===== src/rtl/f2i_pkg.sv =====
// Shared definitions for the float-to-integer converter.
// Assumes the class code is two bits wide and stable for all users.
package f2i_pkg;

    typedef enum logic [1:0] {
        CLS_ZERO = 2'b00,
        CLS_NUM  = 2'b01,
        CLS_INF  = 2'b10,
        CLS_NAN  = 2'b11
    } f2i_class_e;

endpackage


===== src/rtl/f2i_align.sv =====
// Aligns a normalized mantissa to the integer point.
// Produces the integer magnitude, a flag for dropped non-zero bits,
// and a flag for exponents too large for the integer width.
// Assumes EXP_W can hold INT_W as a positive signed value.
module f2i_align #(
    parameter int INT_W  = 32,
    parameter int MANT_W = 24,
    parameter int EXP_W  = 12
) (
    input  logic [EXP_W-1:0]  exp_i,
    input  logic [MANT_W-1:0] mant_i,
    output logic [INT_W-1:0]  mag_o,
    output logic              lost_o,
    output logic              exp_big_o
);
    localparam int EXT_W = INT_W + MANT_W;
    localparam int SH_W  = $clog2(INT_W + 1);
    localparam logic signed [EXP_W:0] EXP_LIM = (EXP_W+1)'(INT_W);
    localparam logic signed [EXP_W:0] EXP_ONE = (EXP_W+1)'(1);
    localparam logic signed [EXP_W:0] EXP_M1  = -(EXP_W+1)'(1);

    logic signed [EXP_W:0] exp_s;
    logic signed [EXP_W:0] sh_full;
    logic [SH_W-1:0]       sh;
    logic [EXT_W-1:0]      ext;
    logic                  exp_far_neg;

    // Sign-extend the exponent and derive the left-shift distance.
    always_comb begin
        exp_s       = {exp_i[EXP_W-1], exp_i};
        sh_full     = exp_s + EXP_ONE;
        sh          = sh_full[SH_W-1:0];
        exp_big_o   = (exp_s >= EXP_LIM);
        exp_far_neg = (exp_s < EXP_M1);
    end

    // Shift the mantissa so that bit MANT_W of ext has weight one.
    always_comb begin
        ext = EXT_W'(mant_i) << sh;
    end

    // Split the shifted vector into magnitude and lost fraction.
    always_comb begin
        if (exp_big_o) begin
            mag_o  = '0;
            lost_o = 1'b0;
        end else if (exp_far_neg) begin
            mag_o  = '0;
            lost_o = |mant_i;
        end else begin
            mag_o  = ext[EXT_W-1:MANT_W];
            lost_o = |ext[MANT_W-1:0];
        end
    end

endmodule


===== src/rtl/f2i_range.sv =====
// Range check, saturation and sign application.
// Decides between the signed truncated value and the saturated code
// 2^(INT_W-1)-1+sign, and sets the invalid and inexact flags.
module f2i_range
    import f2i_pkg::*;
#(
    parameter int INT_W = 32
) (
    input  logic [1:0]       class_i,
    input  logic             sign_i,
    input  logic [INT_W-1:0] mag_i,
    input  logic             lost_i,
    input  logic             exp_big_i,
    output logic [INT_W-1:0] res_o,
    output logic             invalid_o,
    output logic             inexact_o
);
    logic             mag_ovf;
    logic [INT_W-1:0] sat;
    logic [INT_W-1:0] signed_mag;

    // Magnitude limit: at least 2^(INT_W-1) + sign overflows.
    always_comb begin
        mag_ovf = mag_i[INT_W-1] && (!sign_i || (|mag_i[INT_W-2:0]));
    end

    // Saturated code and two's-complement application of the sign.
    always_comb begin
        sat        = {sign_i, {(INT_W-1){~sign_i}}};
        signed_mag = sign_i ? (INT_W'(0) - mag_i) : mag_i;
    end

    // Select the result and flags by operand class.
    always_comb begin
        unique case (f2i_class_e'(class_i))
            CLS_ZERO: begin
                res_o     = '0;
                invalid_o = 1'b0;
                inexact_o = 1'b0;
            end
            CLS_NUM: begin
                if (exp_big_i || mag_ovf) begin
                    res_o     = sat;
                    invalid_o = 1'b1;
                    inexact_o = 1'b0;
                end else begin
                    res_o     = signed_mag;
                    invalid_o = 1'b0;
                    inexact_o = lost_i;
                end
            end
            default: begin
                res_o     = sat;
                invalid_o = 1'b1;
                inexact_o = 1'b0;
            end
        endcase
    end

endmodule


===== src/rtl/f2i_convert.sv =====
// Top level of the truncating float-to-signed-integer converter.
// Combinational alignment and range logic are followed by one output
// register stage. Data registers load only on in_valid.
// Assumes a normalized mantissa for the number class.
module f2i_convert #(
    parameter int INT_W  = 32,
    parameter int MANT_W = 24,
    parameter int EXP_W  = 12
) (
    input  logic              clk,
    input  logic              rst_n,
    input  logic              in_valid,
    input  logic [1:0]        in_class,
    input  logic              in_sign,
    input  logic [EXP_W-1:0]  in_exp,
    input  logic [MANT_W-1:0] in_mant,
    output logic              out_valid,
    output logic [INT_W-1:0]  out_int,
    output logic              out_invalid,
    output logic              out_inexact
);
    logic [INT_W-1:0] mag;
    logic             lost;
    logic             exp_big;
    logic [INT_W-1:0] res;
    logic             invalid;
    logic             inexact;

    f2i_align #(
        .INT_W (INT_W),
        .MANT_W(MANT_W),
        .EXP_W (EXP_W)
    ) u_align (
        .exp_i    (in_exp),
        .mant_i   (in_mant),
        .mag_o    (mag),
        .lost_o   (lost),
        .exp_big_o(exp_big)
    );

    f2i_range #(
        .INT_W(INT_W)
    ) u_range (
        .class_i  (in_class),
        .sign_i   (in_sign),
        .mag_i    (mag),
        .lost_i   (lost),
        .exp_big_i(exp_big),
        .res_o    (res),
        .invalid_o(invalid),
        .inexact_o(inexact)
    );

    // Valid strobe follows the input strobe by one cycle.
    always_ff @(posedge clk) begin
        if (!rst_n) out_valid <= 1'b0;
        else        out_valid <= in_valid;
    end

    // Result and flags load on accepted operands, otherwise hold.
    always_ff @(posedge clk) begin
        if (!rst_n) begin
            out_int     <= '0;
            out_invalid <= 1'b0;
            out_inexact <= 1'b0;
        end else if (in_valid) begin
            out_int     <= res;
            out_invalid <= invalid;
            out_inexact <= inexact;
        end
    end

endmodule


===== config.mk =====
export PLATFORM = sky130hd
export DESIGN_NAME = f2i_convert
export DESIGN_NICKNAME = d
export VERILOG_FILES = /design/src/rtl/f2i_pkg.sv /design/src/rtl/f2i_align.sv /design/src/rtl/f2i_range.sv /design/src/rtl/f2i_convert.sv
export SDC_FILE = /design/constraint.sdc
export NUM_CORES = 1
export LEC_CHECK = 0
export BUFFER_PORTS_ARGS = -buffer_cell sky130_fd_sc_hd__buf_4
export CAP_MARGIN = 10
export CORE_ASPECT_RATIO = 0.8
export CORE_MARGIN = 10
export CORE_UTILIZATION = 39
export DETAILED_ROUTE_END_ITERATION = 6
export GPL_TIMING_DRIVEN = 0
export SLEW_MARGIN = 20
export SYNTH_ARGS = -nofsm -noshare
export SYNTH_HDL_FRONTEND = slang
export SYNTH_SLANG_ARGS = --single-unit

===== constraint.sdc =====
create_clock -name clk -period 12.8 [get_ports clk]
set_clock_uncertainty 0.15 [all_clocks]
set_input_delay 0.64 -clock clk [delete_from_list [all_inputs] [get_ports clk]]
set_output_delay 0.64 -clock clk [all_outputs]
set_load 0.01 [all_outputs]

==> load_flow_metrics.sql, run 1 <==
INSERT INTO impl_metrics (metric_group, metric, value, unit) VALUES
('timing', 'final_hold_viol_count', '0', ''),
('timing', 'worst_slew_pin_slew', '1.09', 'ns'),
('routing', 'final_antenna_net_count', '0', ''),
('setup_path', 'crit_arrival', '6.47', 'ns'),
('setup_path', 'reg2reg_to', 'out_int[31]$_SDFFE_PN0P_', ''),
('timing', 'grt_setup_unrepaired', 'no', ''),
('timing', 'timing.max_slew.rel_slack', '0.272', ''),
('cts', 'clock_path_buffers', '2', ''),
('floorplanning', 'effective_utilization_at_floorplan', '0.401', ''),
('cts', 'h-tree-depth', '2', ''),
('final_layout', 'seqCellArea', '701', 'um^2'),
('power', 'ir_drop', '0.0000504', 'V'),
('setup_path', 'reg2regPathDepth', '4', ''),
('setup_path', 'worst_path_cell_with_the_longest_stage_delay', 'nor3_4', ''),
('yosys', 'yosysUniqueCellTypes', '86', ''),
('yosys', 'synth_top_flop_cell', 'dfxtp_1', ''),
('setup_path', 'worst_endpoint_required_time', '12.81', 'ns'),
('setup_path', 'crit_path_max_fanout', '10', ''),
('final_layout', 'final.fill_count', '1284', ''),
('routing', 'detail_route.wirelength', '22600', 'um'),
('cts', 'cts_buffer_count', '5', ''),
('grt', 'initial_antenna_violation_count', '1', ''),
('yosys', 'mappedNetlistArea', '5180', 'um^2'),
('routing', 'drt_iter0_drc', '793', ''),
('routing', 'vias', '5922', ''),
('routing', 'route.detailed.drc', '0', ''),
('floorplanning', 'die_x', '149', 'um'),
('floorplanning', 'design.core.area', '12900', 'um^2'),
('routing', 'drt_pass1_iterations', '6', ''),
('grt', 'grt_first_pass_wirelength', '34500', 'um'),
('timing', 'slew_viol_final', '0', ''),
('grt', 'maximum_number_of_pins_on_one_net_before_global_route_repair', '11', ''),
('placed_design', 'portBuffers', '74', ''),
('outcome', 'status', 'completed', ''),
('setup_path', 'worst_setup_path_start_kind', 'primary input', ''),
('job', 'maxCapViolCount', '0', ''),
('setup_path', 'path_class', 'primary input to register', ''),
('timing', 'finalCriticalPeriod', '6.46', 'ns'),
('grt', 'grt_pass1_vias', '5643', ''),
('cts', 'post_cts.repair.setup_buffers', '0', ''),
('final_layout', 'area_delta_synth_final', '17.7', '%'),
('power', 'cellLeakagePower', '2.45', 'nW'),
('setup_path', 'setup.worst_path.end_class', 'register', ''),
('timing', 'timing.final.crit_share', '0.504', ''),
('yosys', 'synth_edf_count', '0', ''),
('cts', 'cts.hold.buffers_added', '0', ''),
('cts', 'clock-sinks', '35', ''),
('yosys', 'postSynthRegisterBits', '35', ''),
('yosys', 'postSynth.asyncResetShare', '0', ''),
('worst_hold_path', 'holdCritPathClass', 'register to register', ''),
('yosys', 'synthesis.area_per_instance', '7.95', 'um^2'),
('routing', 'route.detailed.vias_per_inst', '6.53', ''),
('timing', 'fmax', '155', 'MHz'),
('placed_design', 'gpl.final_weighted_congestion', '1.02', ''),
('grt', 'global_route.usage.total', '0.242', ''),
('cts', 'cts.reportedPaths.clkPinSlew', '0.06', 'ns'),
('final_layout', 'multiInputGateArea', '4150', 'um^2'),
('setup_path', 'regToRegStartpoint', 'out_int[31]$_SDFFE_PN0P_', ''),
('cts', 'root_buffer', 'clkbuf_16', ''),
('cts', 'tritoncts', 'done', ''),
('routing', 'routedWlPerCell', '24.9', 'um'),
('timing', 'timing.setup.tns', '0', 'ns'),
('grt', 'global_route.overflow_total', '0', ''),
('placed_design', 'dp_hpwl', '18900', 'um'),
('timing', 'finalSetupViolations', '0', ''),
('setup_path', 'critPathLaunch', 'in_exp[0]', ''),
('yosys', 'postSynthCellCount', '651', ''),
('setup_path', 'timing.critical_path.to', 'out_int[20]$_SDFFE_PN0P_', ''),
('final_layout', 'num-nets-final', '777', ''),
('setup_path', 'max_stage_delay', '0.58', 'ns'),
('setup_path', 'reg2reg_setup_slack', '11.49', 'ns');
[flip-flops by register name, summed over array words and instances (netlist names)]
signal and count:
out_inexact 1, out_int 32, out_invalid 1, out_valid 1
[critical path: cells and delay by family]
kind                     cells  cell delay, ns
adder cells (fa/ha/maj)      2            0.52
AO/OA/AOI/OAI                3            0.79
multiplexers                 1            0.41
buffers and inverters        9            2.63
AND/OR/NAND/NOR              5            1.47
[worst min-delay path by stage]
stage | from | to | slack (ns) | depth (start not counted)
floorplan | out_inexact$_SDFFE_PN0P_ | out_inexact$_SDFFE_PN0P_ | 0.33 | 2
global placement | out_inexact$_SDFFE_PN0P_ | out_inexact$_SDFFE_PN0P_ | 0.30 | 2
detailed placement | out_inexact$_SDFFE_PN0P_ | out_inexact$_SDFFE_PN0P_ | 0.30 | 2
CTS | out_inexact$_SDFFE_PN0P_ | out_inexact$_SDFFE_PN0P_ | 0.31 | 2
global route | out_inexact$_SDFFE_PN0P_ | out_inexact$_SDFFE_PN0P_ | 0.35 | 2
finish | out_inexact$_SDFFE_PN0P_ | out_inexact$_SDFFE_PN0P_ | 0.31 | 2
[cell usage in the layout, fill, tap and decap left out, types with 4 or more instances in the layout]
cell type	count
o21ai_0	39
nand2_1	65
nor4_1	7
a21oi_1	34
xor2_1	15
nor2_1	69
mux2i_1	47
a22oi_1	8
o22ai_1	10
o211ai_1	8
mux2_2	20
o221a_2	4
buf_4	75
and2_1	6
xnor2_1	19
dfxtp_1	35
buf_2	15
nand2b_1	4
mux4_2	11
o31ai_1	17
clkbuf_16	5
inv_1	9
nand3_1	13
nand4_1	4
clkbuf_1	14
or3_1	7
nor2b_1	7
buf_1	8
a211oi_1	11
buf_6	7
a211oi_2	21
nor3_1	18
a31oi_1	11
[cell families after synthesis]
group	after synthesis	share of synthesized area
muxes	82	0.193
AOI/OAI and AO/OA	213	0.314
xor gates and xnor gates	37	0.0713
buffers and inverters	57	0.0623
adders and majority gates	3	0.00725
DFF	35	0.135
and+or+nand+nor	224	0.217
[synth_stat cells, drive strengths merged, types with 4 or more instances]
library cell | count | area (um^2)
xor2 | 16 | 159
clkbuf | 14 | 52.6
a211oi | 32 | 345
o22ai | 10 | 62.6
nand2b | 4 | 25.0
nor2b | 7 | 43.8
buf | 34 | 236
o21ai | 41 | 205
or2 | 4 | 25.0
o221a | 7 | 78.8
a2bb2oi | 4 | 41.3
nor2 | 70 | 265
nand2 | 66 | 250
mux4 | 11 | 248
a22oi | 9 | 72.6
a31oi | 11 | 68.8
o31ai | 17 | 128
nor4 | 7 | 43.8
and2 | 6 | 37.5
nand3 | 16 | 103
dfxtp | 35 | 701
mux2i | 47 | 470
o211ai | 9 | 72.6
mux2 | 24 | 282
nand4 | 4 | 25.0
nor3 | 21 | 139
xnor2 | 21 | 210
inv | 9 | 33.8
or3 | 7 | 43.8
a21oi | 34 | 170
[per-layer routing]
metal | vias to the layer above | GRT usage | wire (um)
li1 | 2651 | - | -
met3 | 32 | 0.0748 | 2710
met1 | 2899 | 0.362 | 10700
met2 | 340 | 0.329 | 8850
met5 | - | 0 | 0
met4 | 0 | 0.0416 | 345
[through the flow]
step / power (mW) / util / std cells / instance area, um^2 / worst slack [ns]
after floorplan: 0.280 / - / 651 / 5180 / 7.74
after global placement: 0.373 / 0.461 / 900 / 5950 / 6.19
after detailed placement: 0.370 / 0.461 / 900 / 5950 / 6.27
after CTS: 0.494 / 0.472 / 907 / 6100 / 6.53
final: 0.503 / 0.472 / 907 / 6100 / 6.34
after global routing: 0.523 / 0.472 / 907 / 6100 / 5.96
[cell type report]
cell class	count	area share
sequential	35	0.115
clock buffer	6	0.0228
tap	175	0.0359
inverter	9	0.00554
buffer	48	0.0474
clock inverter	1	0.000821
timing repair buffer	74	0.0911
multi-input combinational	559	0.681
[where the power goes]
part	switching, mW	total [mW]	internal [mW]	leakage (nW)
Combinational	0.163	0.258	0.0950	2.09
Sequential	0.00417	0.121	0.117	0.289
Clock	0.0479	0.124	0.0760	0.0727
Total	0.215	0.503	0.288	2.45
(Power assumes the default switching activity.)
==> run 2, diff against run 1 <==
--- a/config.mk
+++ b/config.mk
@@ -5,6 +5,7 @@
 export SDC_FILE = /design/constraint.sdc
 export NUM_CORES = 1
 export LEC_CHECK = 0
+export ABC_AREA = 1
 export BUFFER_PORTS_ARGS = -buffer_cell sky130_fd_sc_hd__buf_4
 export CAP_MARGIN = 10
 export CORE_ASPECT_RATIO = 0.8
==> constraint.sdc (replaced) <==
create_clock -name clk -period 6.2 [get_ports clk]
set_clock_uncertainty 0.15 [all_clocks]
set_input_delay 0.31 -clock clk [delete_from_list [all_inputs] [get_ports clk]]
set_output_delay 0.31 -clock clk [all_outputs]
set_load 0.01 [all_outputs]
==> load_flow_metrics.sql, run 2 <==
INSERT INTO impl_metrics (metric_group, metric, value, unit) VALUES
('outcome', 'status', 'completed', ''),
('setup_path', 'reg2reg_setup_slack', '5.35', 'ns'),
('floorplanning', 'fp.dieArea', '18700', 'um^2'),
('yosys', 'synthesis.area_per_instance', '5.61', 'um^2'),
('cts', 'root_buffer', 'clkbuf_16', ''),
('setup_path', 'setup.worst_path.end_class', 'register', ''),
('timing', 'timing.final.crit_share', '0.739', ''),
('yosys', 'synth_top_flop_cell', 'dfxtp_1', ''),
('timing', 'worst_hold_slack', '0.147', 'ns'),
('worst_hold_path', 'holdCritPathClass', 'primary input to register', ''),
('cts', 'cts.reportedPaths.clkPinSlew', '0.05', 'ns'),
('routing', 'routedWlPerCell', '17.4', 'um'),
('timing', 'final_hold_viol_count', '0', ''),
('cts', 'clock_path_buffers', '2', ''),
('setup_path', 'worstSetupPathDepth', '29', ''),
('setup_path', 'worst_endpoint_required_time', '6.27', 'ns'),
('setup_path', 'timing.critical_path.mode_cell', 'nand2_1', ''),
('yosys', 'postSynthCellCount', '947', ''),
('power', 'ir_drop', '0.000120', 'V'),
('yosys', 'synth_top_cell_by_area', 'nand2_1', ''),
('yosys', 'postSynth.asyncResetShare', '0', ''),
('timing', 'grt_setup_unrepaired', 'no', ''),
('timing', 'worst_slew_pin_slew', '0.689', 'ns'),
('yosys', 'postSynthRegisterBits', '35', ''),
('setup_path', 'critPathBufInv', '9', ''),
('setup_path', 'crit_path_max_fanout', '10', ''),
('setup_path', 'reg2reg_to', 'out_int[31]$_SDFFE_PN0P_', ''),
('floorplanning', 'io_pins', '77', ''),
('floorplanning', 'effective_utilization_at_floorplan', '0.395', ''),
('setup_path', 'critical_path.top_delay_family', 'simple AND/OR/NAND/NOR gates', ''),
('setup_path', 'worst_path_cell_with_the_longest_stage_delay', 'buf_1', ''),
('final_layout', 'post_route_cells_drive_above_1_share', '0.228', ''),
('final_layout', 'mostFrequentLayoutCell', 'nand2_1', ''),
('routing', 'detail_route.wirelength', '21000', 'um'),
('setup_path', 'path_class', 'primary input to register', ''),
('yosys', 'synth_edf_count', '0', ''),
('setup_path', 'worst_setup_path_start_kind', 'primary input', ''),
('final_layout', 'area_delta_synth_final', '17.5', '%'),
('yosys', 'mappedNetlistArea', '5320', 'um^2'),
('job', 'maxCapViolCount', '0', ''),
('floorplanning', 'die_x', '151', 'um'),
('cts', 'cts.hold.buffers_added', '0', ''),
('floorplanning', 'floorplan.rows', '38', ''),
('placed_design', 'dp_hpwl', '17700', 'um'),
('routing', 'vias', '6755', ''),
('routing', 'route.detailed.vias_per_inst', '5.58', ''),
('placed_design', 'gpl.final_weighted_congestion', '0.994', ''),
('grt', 'global_route.overflow_total', '0', ''),
('final_layout', 'final_cell_count_no_fill', '1210', ''),
('final_layout', 'final.fill_count', '1489', ''),
('final_layout', 'most_frequent_cells_in_the_layout', 'nand2_1 (347), nand3_1 (190), buf_4 (86), nor2_1 (59), o21ai_0 (48)', ''),
('cts', 'clk_lat_worst_skew', '0.28', 'ns'),
('cts', 'cts_buffer_count', '5', ''),
('floorplanning', 'die_h', '124', 'um'),
('cts', 'clock-sinks', '35', ''),
('routing', 'route.detailed.drc', '0', ''),
('routing', 'final_antenna_net_count', '0', ''),
('cts', 'h-tree-depth', '2', ''),
('yosys', 'cell_types_occupying_the_most_area_after_synthesis', 'nand2_1 (24%), nand3_1 (18%), dfxtp_1 (13%), a21oi_2 (4.9%), o21ai_0 (4.5%)', ''),
('cts', 'tritoncts', 'done', ''),
('placed_design', 'placed_cells', '1202', ''),
('final_layout', 'post-route-util', '0.464', ''),
('final_layout', 'num-nets-final', '1074', ''),
('power', 'powerDensity', '176', 'nW/um^2'),
('final_layout', 'regMostFlops', 'out_int', ''),
('timing', 'fmax', '218', 'MHz'),
('final_layout', 'largest_register_ffs', '32', ''),
('grt', 'grt_pass1_vias', '6223', ''),
('yosys', 'most_frequently_used_cell_type_in_the_post_synthesis_netlist', 'nand2_1', ''),
('yosys', 'synth_fp_nets', '992', ''),
('routing', 'drt_iter0_drc', '872', ''),
('placed_design', 'dpl-instance-area', '6100', 'um^2'),
('timing', 'finalSetupViolations', '0', ''),
('setup_path', 'max_stage_delay', '0.48', 'ns'),
('yosys', 'ys_seq_area_frac', '0.132', ''),
('timing', 'timing.max_slew.rel_slack', '0.540', ''),
('setup_path', 'reg2regPathDepth', '4', ''),
('power', 'cellLeakagePower', '3.09', 'nW'),
('grt', 'initial_antenna_violation_count', '0', ''),
('floorplanning', 'design.core.area', '13500', 'um^2'),
('yosys', 'synth_largest_type_area_fraction', '0.245', ''),
('yosys', 'synthesis.yosys.warnings', '0', ''),
('grt', 'grt_first_pass_wirelength', '33200', 'um'),
('grt', 'global_route.usage.total', '0.218', ''),
('setup_path', 'crit_arrival', '4.65', 'ns'),
('setup_path', 'regToRegStartpoint', 'out_int[31]$_SDFFE_PN0P_', ''),
('cts', 'post_cts.repair.setup_buffers', '0', ''),
('yosys', 'yosysUniqueCellTypes', '48', ''),
('timing', 'slew_viol_final', '0', ''),
('final_layout', 'stdcell_area', '6250', 'um^2'),
('routing', 'drt_pass1_iterations', '6', ''),
('cts', 'ctsResizeCount', '0', ''),
('final_layout', 'antenna_cells', '0', ''),
('yosys', 'synth_common_cells', 'nand2_1 (347), nand3_1 (190), nor2_1 (59), o21ai_0 (48), inv_1 (39)', ''),
('setup_path', 'timing.critical_path.to', 'out_int[17]$_SDFFE_PN0P_', ''),
('timing', 'timing.setup.tns', '0', 'ns'),
('setup_path', 'critPathLaunch', 'in_exp[0]', ''),
('placed_design', 'portBuffers', '75', ''),
('timing', 'finalCriticalPeriod', '4.58', 'ns'),
('grt', 'maximum_number_of_pins_on_one_net_before_global_route_repair', '12', '');
run 2: cell count changes after synthesis, sizes merged, moves of 16 or more:
cell | before | now
o31ai | 17 | 1
nor3 | 21 | 0
mux2 | 24 | 0
xnor2 | 21 | 1
inv | 9 | 52
mux2i | 47 | 0
nand2 | 66 | 375
a211oi | 32 | 1
o21ai | 41 | 59
nand3 | 16 | 205
run 2: layout make-up:
| type | count | area, um^2 | share of cell area |
|---|---|---|---|
| flip-flops and latches | 35 | 701 | 0.112 |
| well taps | 180 | 225 | 0.0361 |
| clock buffers | 6 | 129 | 0.0206 |
| inverters | 52 | 208 | 0.0333 |
| repair buffers | 75 | 563 | 0.0901 |
| clock inverters | 2 | 12.5 | 0.00200 |
| multi-input cells | 808 | 4030 | 0.646 |
| plain buffers | 52 | 374 | 0.0599 |
run 2: metrics by stage:
| stage | worst slack, ns | total power, mW |
|---|---|---|
| final | 1.62 | 1.10 |
| after global routing | 1.19 | 1.18 |
| after CTS | 1.75 | 1.09 |
| after detailed placement | 1.47 | 0.852 |
| after global placement | 1.40 | 0.856 |
| after floorplan | 2.61 | 0.670 |
run 2: report_power, final:
| group | leakage [nW] | internal [mW] | switching, mW |
|---|---|---|---|
| Clock | 0.0669 | 0.148 | 0.0906 |
| Sequential | 0.290 | 0.241 | 0.00749 |
| Combinational | 2.73 | 0.208 | 0.407 |
| Total | 3.09 | 0.597 | 0.505 |
run 2: worst min-delay path by stage:
stage,from,end,cells after the start
2_1_floorplan,rst_n,out_int[21]$_SDFFE_PN0P_,2
3_3_place_gp,out_inexact$_SDFFE_PN0P_,out_inexact$_SDFFE_PN0P_,2
3_5_place_dp,out_inexact$_SDFFE_PN0P_,out_inexact$_SDFFE_PN0P_,2
4_1_cts,in_class[0],out_invalid$_SDFFE_PN0P_,3
5_1_grt,in_class[0],out_invalid$_SDFFE_PN0P_,3
6_report,in_class[0],out_invalid$_SDFFE_PN0P_,3
run 2: routing by layer:
metal  global-route usage  share of wire
met5                    0              0
met4               0.0240         0.0086
met3               0.0697           0.12
met2                0.293           0.38
met1                0.334           0.49
run 2: worst register-to-register path, cell delays in order (launching register included):
cell and delay (ns):
dfxtp_1 0.33, nand2_1 0.05, o21ai_0 0.07, inv_1 0.06, a21oi_1 0.13
run 2: kinds of logic after synthesis:
logic type / share of synthesized area
fa+ha+maj: 0.00706
flops: 0.132
buf+inv: 0.109
xor+xnor: 0.00494
simple gates: 0.616
compound gates: 0.130
==> run 3, diff against run 2 <==
==> constraint.sdc (replaced) <==
create_clock -name clk -period 3.82 [get_ports clk]
set_clock_uncertainty 0.15 [all_clocks]
set_input_delay 0.191 -clock clk [delete_from_list [all_inputs] [get_ports clk]]
set_output_delay 0.191 -clock clk [all_outputs]
set_load 0.01 [all_outputs]
==> load_flow_metrics.sql, run 3 (same netlist as run 2, synthesis figures left out) <==
INSERT INTO impl_metrics (metric_group, metric, value, unit) VALUES
('final_layout', 'seqCellArea', '701', 'um^2'),
('floorplanning', 'effective_utilization_at_floorplan', '0.395', ''),
('outcome', 'status', 'completed', ''),
('timing', 'slew_viol_final', '0', ''),
('power', 'power.share.switching', '0.456', ''),
('setup_path', 'worst_endpoint_required_time', '3.88', 'ns'),
('setup_path', 'path_class', 'primary input to register', ''),
('routing', 'drt_pass1_iterations', '5', ''),
('power', 'power_frac_comb', '0.568', ''),
('final_layout', 'multiInputGateArea', '4050', 'um^2'),
('floorplanning', 'floorplan.rows', '38', ''),
('setup_path', 'timing.critical_path.to', 'out_int[28]$_SDFFE_PN0P_', ''),
('placed_design', 'dp_hpwl', '17700', 'um'),
('power', 'p_int', '999', 'uW'),
('routing', 'detail_route.wirelength', '21400', 'um'),
('cts', 'clock_path_buffers', '2', ''),
('power', 'p_switching', '837', 'uW'),
('floorplanning', 'io_pins', '77', ''),
('grt', 'maximum_number_of_pins_on_one_net_before_global_route_repair', '19', ''),
('routing', 'routedWlPerCell', '17.5', 'um'),
('timing', 'timing.max_slew.rel_slack', '0.528', ''),
('cts', 'cts.reportedPaths.clkPinSlew', '0.05', 'ns'),
('timing', 'worst_slew_pin_slew', '0.698', 'ns'),
('setup_path', 'crit_arrival', '3.61', 'ns'),
('setup_path', 'timing.critical_path.mode_cell', 'nand2_2', ''),
('final_layout', 'regMostFlops', 'out_int', ''),
('routing', 'final_antenna_net_count', '0', ''),
('setup_path', 'regToRegStartpoint', 'out_int[31]$_SDFFE_PN0P_', ''),
('timing', 'postLayoutSetupSlackWorst', '0.279', 'ns'),
('placed_design', 'place_ws', '-0.795', 'ns'),
('floorplanning', 'die_h', '124', 'um'),
('routing', 'drt_iter0_drc', '833', ''),
('final_layout', 'num-nets-final', '1086', ''),
('cts', 'root_buffer', 'clkbuf_16', ''),
('cts', 'h-tree-depth', '2', ''),
('timing', 'grt_setup_unrepaired', 'no', ''),
('floorplanning', 'fp.dieArea', '18700', 'um^2'),
('final_layout', 'mostFrequentLayoutCell', 'nand2_1', ''),
('power', 'ir_drop', '0.000197', 'V'),
('cts', 'cts_buffer_count', '5', ''),
('final_layout', 'stdcell_area', '6440', 'um^2'),
('power', 'powerDensity', '285', 'nW/um^2'),
('setup_path', 'critical_path.top_delay_family', 'simple AND/OR/NAND/NOR gates', ''),
('power', 'cellLeakagePower', '3.18', 'nW'),
('setup_path', 'worst_path_cell_with_the_longest_stage_delay', 'ha_1', ''),
('timing', 'final_hold_viol_count', '0', ''),
('setup_path', 'reg2regPathDepth', '4', ''),
('grt', 'grt_pass1_vias', '6223', ''),
('final_layout', 'final.fill_count', '1472', ''),
('placed_design', 'dpl-instance-area', '6100', 'um^2'),
('worst_hold_path', 'holdCritPathClass', 'primary input to register', ''),
('floorplanning', 'die_x', '151', 'um'),
('setup_path', 'reg2reg_to', 'out_int[31]$_SDFFE_PN0P_', ''),
('grt', 'global_route.usage.total', '0.218', ''),
('setup_path', 'critPathBufInv', '9', ''),
('timing', 'timing.final.crit_share', '0.927', ''),
('placed_design', 'portBuffers', '75', ''),
('final_layout', 'largest_register_ffs', '32', ''),
('cts', 'clock-sinks', '35', ''),
('placed_design', 'gpl.final_weighted_congestion', '0.994', ''),
('final_layout', 'most_frequent_cells_in_the_layout', 'nand2_1 (344), nand3_1 (189), buf_4 (96), nor2_1 (59), o21ai_0 (48)', ''),
('setup_path', 'critPathLaunch', 'in_exp[0]', ''),
('final_layout', 'antenna_cells', '0', ''),
('cts', 'tritoncts', 'done', ''),
('setup_path', 'worst_setup_path_start_kind', 'primary input', ''),
('power', 'pwr_total', '1.84', 'mW'),
('setup_path', 'reg2reg_setup_slack', '2.96', 'ns'),
('routing', 'route.detailed.drc', '0', ''),
('grt', 'global_route.overflow_total', '0', ''),
('setup_path', 'setup.worst_path.end_class', 'register', ''),
('grt', 'initial_antenna_violation_count', '0', ''),
('timing', 'finalSetupViolations', '0', ''),
('routing', 'route.detailed.vias_per_inst', '5.60', ''),
('final_layout', 'area_delta_synth_final', '21.2', '%'),
('timing', 'worst_hold_slack', '0.0293', 'ns'),
('grt', 'grt_first_pass_wirelength', '33100', 'um'),
('setup_path', 'worstSetupPathDepth', '29', ''),
('timing', 'finalCriticalPeriod', '3.54', 'ns'),
('floorplanning', 'design.core.area', '13500', 'um^2'),
('setup_path', 'max_stage_delay', '0.29', 'ns'),
('cts', 'clk_lat_worst_skew', '0.28', 'ns'),
('power', 'share_clk_of_total_power', '0.212', ''),
('setup_path', 'crit_path_max_fanout', '10', ''),
('timing', 'fmax', '282', 'MHz'),
('job', 'maxCapViolCount', '0', ''),
('final_layout', 'post_route_cells_drive_above_1_share', '0.244', ''),
('routing', 'vias', '6847', ''),
('power', 'seqPwrFrac', '0.220', '');
## run 3: changes by cell type in the layout (fill, tap and decap cells not counted), sizes merged
cell / previous run / this run
buf: 115 / 125
clkbuf: 12 / 14
inv: 52 / 51
clkinv: 1 / 2
## run 3: power by group through the flow
stage / combinational, mW / sequential (mW) / clock (mW)
6_report: 1.04 / 0.404 / 0.390
3_3_place_gp: 0.978 / 0.412 / 0
4_1_cts: 0.977 / 0.404 / 0.395
3_5_place_dp: 0.972 / 0.412 / 0
5_1_grt: 1.14 / 0.407 / 0.413
2_1_floorplan: 0.665 / 0.423 / 0
## run 3: layer usage
metal | track usage | wire length, um | up-vias
met5 | 0 | 0 | -
met4 | 0.0240 | 166 | 0
met3 | 0.0686 | 2550 | 12
met2 | 0.293 | 8260 | 322
met1 | 0.332 | 10400 | 3195
li1 | - | - | 3318
## run 3: tightest hold or removal path: cells and delay by family
family | cells | cell delay [ns]
AOI/OAI and AO/OA | 1 | 0.07
buffers and inverters | 1 | 0.08
and+or+nand+nor | 1 | 0.08
## run 3: how the worst min path moves through the flow
stage / startpoint / endpoint / slack [ns] / cells past startpoint
floorplan: rst_n / out_int[21]$_SDFFE_PN0P_ / 0.18 / 2
global placement: out_inexact$_SDFFE_PN0P_ / out_inexact$_SDFFE_PN0P_ / 0.31 / 2
detailed placement: out_inexact$_SDFFE_PN0P_ / out_inexact$_SDFFE_PN0P_ / 0.31 / 2
CTS: in_class[0] / out_invalid$_SDFFE_PN0P_ / 0.03 / 3
global route: in_class[0] / out_invalid$_SDFFE_PN0P_ / 0.05 / 3
finish: in_class[0] / out_invalid$_SDFFE_PN0P_ / 0.03 / 3
## run 3: final cells by class
cell class	count	share of cell area
tap	180	0.0350
buffer	51	0.0631
clock inverter	2	0.00194
inverter	52	0.0350
timing repair buffer	88	0.107
sequential	35	0.109
multi-input combinational	808	0.629
clock buffer	6	0.0200
## run 3: repair_timing
action	CTS	global route
endpoints found under the setup margin	34	34
buffers inserted	0	10
pin swaps	0	4
cloned	0	3
hold buffers	0	0
resized for setup	3	26
## run 3: per-stage QoR
step,utilization,cells,TNS (ns)
finish,0.479,1222,0
global route,0.479,1222,0
CTS,0.464,1209,0
detailed placement,0.454,1202,-25.14
global placement,0.454,1202,-27.26
floorplan,-,947,0
